`src/rtl/muldiv_pkg.sv`:
```
package muldiv_pkg;
  typedef enum logic [1:0] {
    MD_MUL_S = 2'd0,
    MD_MUL_U = 2'd1,
    MD_DIV_S = 2'd2,
    MD_DIV_U = 2'd3
  } md_op_e;
endpackage

```
`src/rtl/muldiv_mul.sv`:
```
module muldiv_mul #(
  parameter int W = 32
) (
  input  logic         clk,
  input  logic         rst,
  input  logic         start_i,
  input  logic         sgn_i,
  input  logic [W-1:0] a_i,
  input  logic [W-1:0] b_i,
  output logic         busy_o,
  output logic         done_o,
  output logic [W-1:0] hi_o,
  output logic [W-1:0] lo_o
);
  localparam int CW = $clog2(W + 1);

  logic [CW-1:0]  cnt_q;
  logic [W-1:0]   mcand_q;
  logic [2*W-1:0] prod_q;
  logic           neg_q;
  logic [W:0]     sum;
  logic [2*W-1:0] prod_n;
  logic [2*W-1:0] res;

  function automatic logic [W-1:0] mag(input logic [W-1:0] x, input logic s);
    return (s && x[W-1]) ? (~x + 1'b1) : x;
  endfunction

  assign busy_o = (cnt_q != '0);

  always_comb begin
    sum    = {1'b0, prod_q[2*W-1:W]} + (prod_q[0] ? {1'b0, mcand_q} : '0);
    prod_n = {sum, prod_q[W-1:1]};
    res    = neg_q ? (~prod_n + 1'b1) : prod_n;
  end

  always_ff @(posedge clk) begin
    if (rst) begin
      cnt_q   <= '0;
      mcand_q <= '0;
      prod_q  <= '0;
      neg_q   <= 1'b0;
      done_o  <= 1'b0;
      hi_o    <= '0;
      lo_o    <= '0;
    end else begin
      done_o <= 1'b0;
      if (start_i && cnt_q == '0) begin
        mcand_q <= mag(a_i, sgn_i);
        prod_q  <= {{W{1'b0}}, mag(b_i, sgn_i)};
        neg_q   <= sgn_i & (a_i[W-1] ^ b_i[W-1]);
        cnt_q   <= CW'(W);
      end else if (cnt_q != '0) begin
        prod_q <= prod_n;
        cnt_q  <= cnt_q - 1'b1;
        if (cnt_q == CW'(1)) begin
          done_o <= 1'b1;
          hi_o   <= res[2*W-1:W];
          lo_o   <= res[W-1:0];
        end
      end
    end
  end

  // a zero multiplicand must yield an all-zero product
  assert_zero_mcand_R2: assert property (@(posedge clk) disable iff (rst)
    (cnt_q == CW'(1) && mcand_q == '0) |=> (done_o && hi_o == '0 && lo_o == '0));

  // completion is a single-cycle pulse
  assert_done_pulse_R8: assert property (@(posedge clk) disable iff (rst)
    done_o |=> !done_o);
endmodule

```
`src/rtl/muldiv_div.sv`:
```
module muldiv_div #(
  parameter int W = 32
) (
  input  logic         clk,
  input  logic         rst,
  input  logic         start_i,
  input  logic         sgn_i,
  input  logic [W-1:0] a_i,
  input  logic [W-1:0] b_i,
  output logic         busy_o,
  output logic         done_o,
  output logic [W-1:0] hi_o,
  output logic [W-1:0] lo_o
);
  localparam int CW = $clog2(W + 1);

  logic [CW-1:0] cnt_q;
  logic [W-1:0]  dvsr_q;
  logic [W-1:0]  rem_q;
  logic [W-1:0]  quo_q;
  logic          negq_q;
  logic          negr_q;
  logic          sgn_q;
  logic [W:0]    shifted;
  logic [W:0]    diff;
  logic [W-1:0]  rem_n;
  logic [W-1:0]  quo_n;
  logic [W-1:0]  rem_fix;
  logic [W-1:0]  quo_fix;

  function automatic logic [W-1:0] mag(input logic [W-1:0] x, input logic s);
    return (s && x[W-1]) ? (~x + 1'b1) : x;
  endfunction

  assign busy_o = (cnt_q != '0);

  always_comb begin
    shifted = {rem_q, quo_q[W-1]};
    diff    = shifted - {1'b0, dvsr_q};
    if (!diff[W]) begin
      rem_n = diff[W-1:0];
      quo_n = {quo_q[W-2:0], 1'b1};
    end else begin
      rem_n = shifted[W-1:0];
      quo_n = {quo_q[W-2:0], 1'b0};
    end
    quo_fix = negq_q ? (~quo_n + 1'b1) : quo_n;
    rem_fix = negr_q ? (~rem_n + 1'b1) : rem_n;
  end

  always_ff @(posedge clk) begin
    if (rst) begin
      cnt_q  <= '0;
      dvsr_q <= '0;
      rem_q  <= '0;
      quo_q  <= '0;
      negq_q <= 1'b0;
      negr_q <= 1'b0;
      sgn_q  <= 1'b0;
      done_o <= 1'b0;
      hi_o   <= '0;
      lo_o   <= '0;
    end else begin
      done_o <= 1'b0;
      if (start_i && cnt_q == '0) begin
        dvsr_q <= mag(b_i, sgn_i);
        quo_q  <= mag(a_i, sgn_i);
        rem_q  <= '0;
        negq_q <= sgn_i & (a_i[W-1] ^ b_i[W-1]);
        negr_q <= sgn_i & a_i[W-1];
        sgn_q  <= sgn_i;
        cnt_q  <= CW'(W);
      end else if (cnt_q != '0) begin
        rem_q <= rem_n;
        quo_q <= quo_n;
        cnt_q <= cnt_q - 1'b1;
        if (cnt_q == CW'(1)) begin
          done_o <= 1'b1;
          hi_o   <= rem_fix;
          lo_o   <= quo_fix;
        end
      end
    end
  end

  // unsigned zero divisor yields an all-ones quotient
  assert_udiv_zero_R4: assert property (@(posedge clk) disable iff (rst)
    (cnt_q == CW'(1) && dvsr_q == '0 && !sgn_q) |=> (lo_o == '1));

  // signed zero divisor: quotient 1 for negative dividend, else all ones
  assert_sdiv_zero_R6: assert property (@(posedge clk) disable iff (rst)
    (cnt_q == CW'(1) && dvsr_q == '0 && sgn_q) |=>
      (lo_o == ($past(negr_q) ? W'(1) : {W{1'b1}})));
endmodule

```
`src/rtl/muldiv_unit.sv`:
```
module muldiv_unit #(
  parameter int W = 32
) (
  input  logic         clk,
  input  logic         rst,
  input  logic         start,
  input  logic [1:0]   op,
  input  logic [W-1:0] opa,
  input  logic [W-1:0] opb,
  output logic         busy,
  input  logic         wr_hi,
  input  logic         wr_lo,
  input  logic [W-1:0] wr_data,
  input  logic         rd_req,
  input  logic         rd_sel,
  output logic         stall,
  output logic         rd_valid,
  output logic [W-1:0] rd_data
);
  import muldiv_pkg::*;

  md_op_e       op_e;
  logic         busy_q;
  logic [W-1:0] hi_q;
  logic [W-1:0] lo_q;
  logic         go;
  logic         is_div;
  logic         is_sgn;
  logic         mul_busy, mul_done, div_busy, div_done;
  logic [W-1:0] mul_hi, mul_lo, div_hi, div_lo;

  assign op_e   = md_op_e'(op);
  assign go     = start && !busy_q;
  assign is_div = (op_e == MD_DIV_S) || (op_e == MD_DIV_U);
  assign is_sgn = (op_e == MD_MUL_S) || (op_e == MD_DIV_S);
  assign busy   = busy_q;
  assign stall  = rd_req && busy_q;

  muldiv_mul #(.W(W)) u_mul (
    .clk(clk), .rst(rst), .start_i(go && !is_div), .sgn_i(is_sgn),
    .a_i(opa), .b_i(opb), .busy_o(mul_busy), .done_o(mul_done),
    .hi_o(mul_hi), .lo_o(mul_lo)
  );

  muldiv_div #(.W(W)) u_div (
    .clk(clk), .rst(rst), .start_i(go && is_div), .sgn_i(is_sgn),
    .a_i(opa), .b_i(opb), .busy_o(div_busy), .done_o(div_done),
    .hi_o(div_hi), .lo_o(div_lo)
  );

  always_ff @(posedge clk) begin
    if (rst) begin
      busy_q   <= 1'b0;
      hi_q     <= '0;
      lo_q     <= '0;
      rd_valid <= 1'b0;
      rd_data  <= '0;
    end else begin
      rd_valid <= rd_req && !busy_q;
      if (rd_req && !busy_q) rd_data <= rd_sel ? hi_q : lo_q;
      if (busy_q) begin
        if (mul_done) begin
          hi_q   <= mul_hi;
          lo_q   <= mul_lo;
          busy_q <= 1'b0;
        end else if (div_done) begin
          hi_q   <= div_hi;
          lo_q   <= div_lo;
          busy_q <= 1'b0;
        end
      end else begin
        if (wr_hi) hi_q <= wr_data;
        if (wr_lo) lo_q <= wr_data;
        if (start) busy_q <= 1'b1;
      end
    end
  end

  // a read seen while busy never completes in the next cycle
  assert_stall_R10: assert property (@(posedge clk) disable iff (rst)
    (rd_req && busy) |=> !rd_valid);

  // busy only rises after an accepted start
  assert_busy_rise_R8: assert property (@(posedge clk) disable iff (rst)
    $rose(busy_q) |-> $past(start));

  // the datapaths never run concurrently, and the top is busy whenever one runs
  assert_one_unit_R8: assert property (@(posedge clk) disable iff (rst)
    (mul_busy || div_busy) |-> (busy_q && !(mul_busy && div_busy)));

  // idle direct load reaches LO
  assert_load_lo_R9: assert property (@(posedge clk) disable iff (rst)
    (!busy_q && wr_lo) |=> (lo_q == $past(wr_data)));
endmodule

```
`config.mk`:
```
export PLATFORM = sky130hd
export DESIGN_NAME = muldiv_unit
export DESIGN_NICKNAME = d
export VERILOG_FILES = /design/src/rtl/muldiv_pkg.sv /design/src/rtl/muldiv_mul.sv /design/src/rtl/muldiv_div.sv /design/src/rtl/muldiv_unit.sv
export SDC_FILE = /design/constraint.sdc
export NUM_CORES = 1
export LEC_CHECK = 0
export BUFFER_PORTS_ARGS = -buffer_cell sky130_fd_sc_hd__buf_2
export CAP_MARGIN = 20
export CORE_MARGIN = 5
export CORE_UTILIZATION = 62
export DETAILED_ROUTE_END_ITERATION = 8
export GPL_ROUTABILITY_DRIVEN = 0
export HOLD_SLACK_MARGIN = 0.06
export PLACE_DENSITY = 0.81
export SLEW_MARGIN = 0
export SYNTH_ARGS = -nofsm -noshare
export SYNTH_HDL_FRONTEND = slang
export SYNTH_HIERARCHICAL = 1
export SYNTH_SLANG_ARGS = --single-unit
```
`constraint.sdc`:
```
create_clock -name clk -period 10 [get_ports clk]
set_input_delay 2.5 -clock clk [delete_from_list [all_inputs] [get_ports clk]]
set_output_delay 2.5 -clock clk [all_outputs]
set_load 0.05 [all_outputs]
```
======== Yosys cells after proc, flatten, opt, wreduce, memory -nomap -nowiden ========
Cells that the tools add are included.
word-level totals
  flip-flop bits (word level) ............. 435
  word-level logic and storage cells ...... 111
cells by class
  add/sub/neg operators ................... 9
  muxes and demuxes ....................... 31
  reduce and logical (&&, ||, !) cells .... 30
  bitwise logic cells ..................... 12
  eq/ne operators ......................... 5
operator list
  operator               number
  $mux 32                19
  $add 32x1->32 const B  4
  $not 32->32            4
  $add 64x1->64 const B  1
  $mux 64                1
  $not 64->64            1
  $add 32x32->33         1
  $sub 33x32->33         1
  $mux 6                 4
  $eq 6x1->1 const B     2
  $logic_not 6->1        2
  $reduce_bool 6->1      2
  $sub 6x1->6 const B    2
  $logic_and 1x1->1      9
  $reduce_bool 2->1      4
  $mux 1                 7
  $reduce_and 3->1       2
  $reduce_or 3->1        2
  $eq 2x2->1 const B     2
  $not 1->1              4
  $reduce_and 2->1       2
  $reduce_or 2->1        2
  $ne 3x1->1 const B     1
  $and 1x1->1            2
  4 further kinds        6

======== Logic depth before layout (Yosys ltp) ========
Gate-level depths: netlist (run 1).
  word-level depth ........................ 7
  mapped depth ............................ 25
  gate-level depth less buffers ........... 23

======== Modules after synthesis ========
The synthesis (run 1) kept the hierarchy.
modules (own cells, without submodules)
  module       seq. area each (µm²)  cells an instance  area each (µm²)  times used
  muldiv_div   3383.2                1553               11738.8          1
  muldiv_mul   3363.2                1418               10832.9          1
  muldiv_unit  1961.9                480                4728.3           1

======== Least setup slack after synthesis (run 1) ========
No wires, ideal clock.
  kind .................................... in2out
  from .................................... in rd_req
  to ...................................... out stall
  path slack .............................. 4.588 ns
  stages on the path ...................... 1
  path buffers ............................ 0
  data arrival time ....................... 2.912 ns
  cell sequence ........................... and2_1
on the way
  longest elaborated chain between the ends .. 1
ends and longest elaborated chain
  element            RTL line           text
  start, declared    muldiv_unit.sv:14  input logic rd_req,
  $logic_and 1x1->1  muldiv_unit.sv:37  assign stall = rd_req && busy_q;
  end, declared      muldiv_unit.sv:16  output logic stall,
Every way passes these cells.

======== Worst setup path in the final report (run 1) ========
  from .................................... reg u_div.quo_q[31]
  to ...................................... reg u_div.hi_o[30]
on the way
  longest elaborated chain between the ends .. 5
ends and longest elaborated chain
  element                 RTL line          text
  start, declared         muldiv_div.sv:20  logic [W-1:0] quo_q;
  start signal, assigned  muldiv_div.sv:67  quo_q <= mag(a_i, sgn_i);
  start signal, assigned  muldiv_div.sv:75  quo_q <= quo_n;
  $sub 33x32->33          muldiv_div.sv:39  diff = shifted - {1'b0, dvsr_q};
  $mux 32 (*)             muldiv_div.sv:40  if (!diff[W]) begin
  $not 32->32             muldiv_div.sv:48  rem_fix = negr_q ? (~rem_n + 1'b1) : rem_n;
  $add 32x1->32           muldiv_div.sv:48
  $mux 32 (*)             muldiv_div.sv:48
  end signal, assigned    muldiv_div.sv:79  hi_o <= rem_fix;
  end, declared           muldiv_div.sv:12  output logic [W-1:0] hi_o,
Every way passes the cells marked *; elsewhere a longest branch is shown, timed or not.
A chain may end at the register's enable or synchronous reset.

==> results.json, run 1 <==
{
  "via_per_inst": 6.589,
  "groute.usage.overall_pct": 33.63,
  "synthesis.area_per_instance_um2": 7.911,
  "mostFrequentLayoutCells": "468 x nor2_1, 432 x dfxtp_1, 307 x nand2_1, 262 x a211oi_1, 237 x a21oi_1",
  "worst_pin_slew_ns": 1.073,
  "design.core.area_um2": 43360,
  "crit_path_max_fanout": 20,
  "dr.pass1.iters": 8,
  "worst-endpoint-required_ns": 10.53,
  "netlist-cell-type-count": 96,
  "cts-htree-levels": 2,
  "async_flop_share_pct": 0,
  "final.setup.tns_ns": 0,
  "post_synth_xor_area_fraction_pct": 8.245,
  "synthesis.instances": 3451,
  "die_width_um": 219.8,
  "final_layout_size_suffix_gt1_share_pct": 8.967,
  "floorplan.rows": 76,
  "r2r.worst_path.cells": 22,
  "synth_top_flop_cell": "dfxtp_1",
  "criticalPathCategory": "reg -> reg",
  "final_cell_area_um2": 29600,
  "iter_0_drt_violations": 3330,
  "report.final.hold_viol_count": 0,
  "final-instance-count-excl-fill": 4044,
  "layout.core_utilization_pct": 68.27,
  "vias_in_the_first_global_route": 24220,
  "syn-cell-area_um2": 27300,
  "buffer_ports.inserted": 139,
  "worst_reg2reg_path_startpoint": "u_div/quo_q[31]",
  "grt_pass1_wl_um": 131800,
  "start_util_pct": 62.96,
  "cts_resized": 0,
  "holdBufCountCts": 0,
  "rsz0062_at_grt": "false",
  "power.density_nw_per_um2": 298.6,
  "run_status": "complete, no violations",
  "wl_per_cell_um": 21.11,
  "synth_simple_gate_area_share_pct": 21.58,
  "initial_antenna_violation_count": 4,
  "crit_path_end_kind": "register",
  "die_h_um": 219.8,
  "grt_start_max_net_pins": 115,
  "tritoncts.num_buffers": 47,
  "placedCellCount": 3957,
  "synth_top_family_by_area": "compound AO/OA/AOI/OAI gates",
  "reg2reg_to": "u_div/hi_o[30]",
  "wirelength_um": 85360,
  "synth-compound-area-share_pct": 24.98,
  "postCtsSetupBuffers": 0,
  "critPathCapture": "u_div/hi_o[30]",
  "die_area_um2": 48330,
  "post_synth_fa_ha_maj_area_fraction_pct": 3.630,
  "max_cap_violations": 0,
  "num_vias": 26650,
  "setup_viol": 0,
  "min_delay_path_depth": 2,
  "nets": 3607,
  "max_freq_ghz": 0.1574,
  "layout_worst_path_cycle_share_pct": 63.54,
  "final.setup_skew_ns": 0.05120,
  "synth-edff-count": 0,
  "worst_setup_path_start_kind": "register",
  "clockRootBuffer": "clkbuf_16",
  "holdWs_ns": 0.4531,
  "synth_seq_area_share_pct": 31.90,
  "antenna_left": 0,
  "period_minus_slack_ns": 6.354,
  "hpwlAfterDp_um": 62220,
  "cts.path.max_buffers": 3,
  "cts.sinks": 435,
  "power.leakage_nw": 10.81,
  "clkLatencyLatePin_ns": 0.61,
  "synth.mux.area_fraction_pct": 4.863,
  "setup_slack_of_the_most_critical_reg_to_reg_path_ns": 3.65,
  "ir_drop_mv": 0.3626,
  "commonest_non_fill_non_tap_cell_in_the_layout": "nor2_1",
  "global_route.overflow_total": 0,
  "syn_to_final_growth_pct": 8.438,
  "worst_setup_path_startpoint": "u_div/quo_q[31]",
  "boundaryPins": 140,
  "cts.clk_slew.worst_paths_ns": 0.06,
  "worst_hold_path_type": "reg -> reg",
  "cts_tree": "yes",
  "max_slew_headroom_pct": 28.44,
  "detailed_route_drc_error_count": 0,
  "critPathArrivalTime_ns": 6.88,
  "synth_nets": 3634,
  "maxSlewViolCount": 0,
  "synth.ff_latch_count": 435,
  "ys_warn_count": 6,
  "dpl-instance-area_um2": 27960
}
-- layout make-up --
class	instances	area [µm²]
diodes	2	5.005
well taps	585	732.0
multi-input cells	2699	17340
flip-flops and latches	435	8715
inverters	74	279.0
clock buffers	59	1301
repair buffers	167	935.9
clock inverters	23	294.0
fillers	3559	13760
-- report_power, final --
part | leakage, nW | switching (mW) | total (mW) | internal, mW
Combinational | 6.49 | 3.03 | 4.59 | 1.56
Sequential | 3.55 | 0.365 | 2.45 | 2.09
Clock | 0.771 | 0.762 | 1.80 | 1.04
Total | 10.8 | 4.16 | 8.84 | 4.68
-- worst min-delay path by stage --
stage | to | startpoint
finish | u_mul/mcand_q[0] | u_mul/mcand_q[0]
global placement | u_mul/mcand_q[21] | u_mul/mcand_q[21]
CTS | u_mul/mcand_q[0] | u_mul/mcand_q[0]
global route | u_mul/hi_o[1] | u_mul/hi_o[1]
floorplan | u_mul/mcand_q[21] | u_mul/mcand_q[21]
detailed placement | u_mul/mcand_q[21] | u_mul/mcand_q[21]
-- kinds of logic after synthesis --
logic type | after synthesis
mux | 132
compound gates | 978
simple gates | 1254
buf+inv | 317
xor+xnor | 257
fa+ha+maj | 78
flops | 435
-- flip-flops by register name, summed over array words and instances, names as in the netlist --
name	cells
busy	1
hi_q	32
lo_q	32
rd_data	32
rd_valid	1
u_div/cnt_q	6
u_div/done_o	1
u_div/dvsr_q	32
u_div/hi_o	32
u_div/lo_o	32
u_div/negq_q	1
u_div/negr_q	1
u_div/quo_q	32
u_div/rem_q	32
u_mul/cnt_q	6
u_mul/done_o	1
u_mul/hi_o	32
u_mul/lo_o	32
u_mul/mcand_q	32
u_mul/neg_q	1
u_mul/prod_q	64
-- stage by stage --
step	total power [mW]	worst slack [ns]
after floorplan	5.751	4.588
after global placement	6.732	4.031
after detailed placement	6.889	3.852
after CTS	8.706	3.814
after global routing	9.355	3.298
final	8.841	3.646
-- layer usage --
layer / global-route usage, % / part of all wire (%)
met1: 44.13 / 40
met5: 0 / 0.030
met4: 14.83 / 4.9
met3: 8.339 / 11
met2: 52.65 / 44
-- synth_stat cells (56+ instances only) --
library cell / n / area share [%]
nand2_1: 307 / 4.2
a21oi_1: 237 / 4.3
clkbuf_1: 177 / 2.4
mux2i_1: 127 / 4.7
nor2_1: 471 / 6.5
xnor2_1: 81 / 2.6
nand3_1: 58 / 1.1
o31ai_1: 56 / 1.5
xor2_1: 176 / 5.6
o21ai_0: 132 / 2.4
a32o_1: 65 / 2.4
ha_1: 76 / 3.5
inv_1: 72 / 0.99
a211oi_1: 262 / 7.2
nor3_1: 77 / 1.4
dfxtp_1: 435 / 32
-- critical path, cell delays in order (launching register included) --
cell	delay, ns
dfxtp_1	0.37
inv_1	0.08
ha_1	0.21
fa_1	0.44
nand2b_1	0.26
a21oi_4	0.27
o21ai_2	0.14
a2111oi_4	0.44
o211a_4	0.25
o31a_1	0.64
nor2_4	0.08
inv_2	0.33
o21ai_0	0.21
inv_1	0.10
ha_1	0.25
nand2_1	0.07
nor4_1	0.28
nor3b_1	0.31
and3_1	0.22
o2bb2ai_1	0.15
or4_1	0.52
or4_1	0.48
a31oi_1	0.16
Power figures use the tool's default switching activity.
==> run 2, diff against run 1 <==
ABC_AREA = 1   (was unset)
CORE_UTILIZATION = 57   (was 62)
PLACE_DENSITY = 0.78   (was 0.81)
clock period = 5.4 ns   (was 10 ns; I/O delays follow)
==> run 2 against run 1 <==
Effect of this change:
- hold slack improved by 0.013 ns
- highest routed layer is now met4
- synthesized cell count rose by 55%
- final area rose by 16%
- largest power group unchanged
- total power rose by 120%
- via count rose by 28%
- critical endpoint is now u_div/lo_o[30]
- global-route usage rose by 0.81 points
- register-to-register slack got worse by 2.4 ns
- first-iteration DRC count rose by 13%
- flip-flop and latch count did not move
==> results.json, run 2 <==
{
  "max_freq_ghz": 0.2425,
  "worst_hold_path_type": "reg -> reg",
  "wirelength_um": 107600,
  "filler_cells_inserted": 5390,
  "synth-edff-count": 0,
  "worst_pin_slew_ns": 0.8918,
  "final_cell_area_um2": 34260,
  "netlist-cell-type-count": 57,
  "cts_tree": "yes",
  "final.setup.tns_ns": 0,
  "setup_viol": 0,
  "cts.path.max_buffers": 3,
  "power.leakage_nw": 17.73,
  "final_layout_size_suffix_gt1_share_pct": 8.117,
  "dpl-instance-area_um2": 32370,
  "report.final.hold_viol_count": 0,
  "reg2reg_to": "u_div/lo_o[30]",
  "ir_drop_mv": 0.3904,
  "yosys.area.top_type": "dfxtp_1",
  "boundaryPins": 140,
  "syn_to_final_growth_pct": 9.005,
  "num_vias": 34160,
  "design.core.area_um2": 54880,
  "seqCellArea_um2": 8715,
  "die_area_um2": 59930,
  "post_synth_main_area_contributors": "dfxtp_1 28%, nand2_1 19%, inv_1 9.8%",
  "buffer_ports.inserted": 139,
  "final-instance-count-excl-fill": 6100,
  "commonest_non_fill_non_tap_cell_in_the_layout": "nand2_1",
  "via_per_inst": 5.600,
  "hold_sp": "rd_data[23]",
  "synth_seq_area_share_pct": 27.71,
  "initial_antenna_violation_count": 0,
  "period_minus_slack_ns": 4.124,
  "rsz0062_at_grt": "false",
  "holdWs_ns": 0.4657,
  "placedCellCount": 6007,
  "die_width_um": 244.8,
  "detailed_route_drc_error_count": 0,
  "clockRootBuffer": "clkbuf_16",
  "antenna_left": 0,
  "p_total_mw": 19.15,
  "run_status": "complete, no violations",
  "cts-htree-levels": 2,
  "synthesis.area_per_instance_um2": 5.886,
  "power.density_nw_per_um2": 558.9,
  "worst_setup_path_start_kind": "register",
  "largest_register_ffs": 64,
  "crit_path_max_fanout": 5,
  "r2r.worst_path.cells": 27,
  "synth_most_common_cell": "nand2_1",
  "start_util_pct": 57.27,
  "iter_0_drt_violations": 3774,
  "multi_input_comb_area_um2": 18630,
  "ys_warn_count": 6,
  "max_flop_register": "u_mul/prod_q",
  "maxSlewViolCount": 0,
  "mostFrequentLayoutCells": "1571 x nand2_1, 820 x inv_1, 708 x nor2_1, 432 x dfxtp_1, 277 x a21oi_1",
  "wl_per_cell_um": 17.64,
  "setup_slack_of_the_most_critical_reg_to_reg_path_ns": 1.28,
  "die_h_um": 244.8,
  "crit_path_end_kind": "register",
  "groute.usage.overall_pct": 34.44,
  "critPathArrivalTime_ns": 4.65,
  "grt_pass1_wl_um": 166500,
  "clkLatencyLatePin_ns": 0.62,
  "hpwlAfterDp_um": 80520,
  "final.setup_skew_ns": 0.04371,
  "min_to": "rd_data[23]",
  "postCtsSetupBuffers": 0,
  "synth_nets": 5523,
  "syn-cell-area_um2": 31430,
  "cts.sinks": 435,
  "synth_largest_type_area_fraction_pct": 27.71,
  "global_route.overflow_total": 0,
  "vias_in_the_first_global_route": 31240,
  "ys_top_cells_by_count": "1573 x nand2_1, 823 x inv_1, 713 x nor2_1",
  "criticalPathCategory": "reg -> reg",
  "grt_start_max_net_pins": 85,
  "cts.clk_slew.worst_paths_ns": 0.06,
  "synthesis.instances": 5340,
  "tritoncts.num_buffers": 49,
  "dr.pass1.iters": 8,
  "nets": 5539,
  "worst_reg2reg_path_startpoint": "u_div/quo_q[31]",
  "floorplan.rows": 86,
  "max_slew_headroom_pct": 40.48,
  "async_flop_share_pct": 0,
  "synth_top_flop_cell": "dfxtp_1",
  "cts_resized": 0,
  "max_cap_violations": 0,
  "worst-endpoint-required_ns": 5.93,
  "layout_worst_path_cycle_share_pct": 76.37,
  "holdBufCountCts": 0,
  "min_delay_path_depth": 2,
  "synth.ff_latch_count": 435,
  "num_antenna_cells": 0
}
-- run 2: cell types whose count changed in the layout (fill, tap and decap cells not counted), moves of 59 or more --
cell,change
nand2_2,+59
xor2_1,-74
o21ai_0,+132
a32o_1,-63
mux2i_1,-127
nor2_1,+240
nand3_1,+214
nand2_1,+1264
a211oi_1,-259
o211ai_1,+80
inv_1,+750
-- run 2: how the worst max path moves through the flow --
| stage | slack (ns) | startpoint | cells after the start | to |
|---|---|---|---|---|
| global placement | 1.48 | u_div/quo_q[31] | 27 | u_div/lo_o[30] |
| floorplan | 1.55 | u_div/quo_q[31] | 29 | u_div/lo_o[30] |
| global route | 0.83 | u_div/quo_q[31] | 27 | u_div/lo_o[30] |
| CTS | 1.35 | u_div/quo_q[31] | 27 | u_div/lo_o[30] |
| finish | 1.28 | u_div/quo_q[31] | 27 | u_div/lo_o[30] |
| detailed placement | 1.39 | u_div/quo_q[31] | 27 | u_div/lo_o[30] |
-- run 2: where the power goes --
part,total [mW],switching [mW],internal [mW]
Clock,3.79,1.48,2.32
Sequential,4.52,0.592,3.93
Combinational,10.8,7.64,3.19
-- run 2: logic make-up (layout without fill, tap and decap cells) --
group	count (synthesis)	count (layout)	share of synthesized area [%]
AOI/OAI and AO/OA	790	790	14.44
xor gates and xnor gates	145	145	4.041
adders and majority gates	78	78	3.153
buffers and inverters	1058	1114	13.12
DFF	435	435	27.71
and+or+nand+nor	2834	2834	37.54
-- run 2: final cells by class --
type	count	area share, %
flip-flops and latches	435	25.44
inverters	845	9.262
well taps	704	2.571
multi-input cells	3847	54.37
repair buffers	178	2.987
clock buffers	68	4.233
clock inverters	23	1.143
-- run 2: metal layers --
metal	vias up	wire, µm	track usage, %
met4	0	9264	24.46
met1	15360	41520	41.96
met2	1595	48140	56.45
li1	16790	-	-
met5	-	0	0
met3	418	8678	4.323
-- run 2: through the flow --
| step | utilization (%) | setup slack [ns] |
|---|---|---|
| floorplan | - | 1.547 |
| global placement | 58.99 | 1.476 |
| detailed placement | 58.99 | 1.394 |
| CTS | 62.34 | 1.345 |
| global route | 62.43 | 0.8290 |
| finish | 62.43 | 1.276 |
-- run 2: worst max-delay path, stage by stage (launching register included) --
cell and delay (ns):
dfxtp_1 0.33, inv_1 0.06, ha_1 0.20, fa_1 0.41, inv_1 0.09, nand2_1 0.05, nand2_1 0.07, nand3_1 0.08
nand2_2 0.11, nand2_1 0.07, nand2_2 0.09, nand2_4 0.08, nand2_4 0.09, nand2_2 0.12, nand2_8 0.10, ha_1 0.21
nand4_1 0.13, nor3_1 0.21, nand3_1 0.16, o21ai_0 0.28, o21ai_0 0.23, nor2_1 0.17, o21ai_0 0.15, a21oi_1 0.20
a21oi_1 0.08, o21ai_0 0.08, o211ai_1 0.10, inv_1 0.08
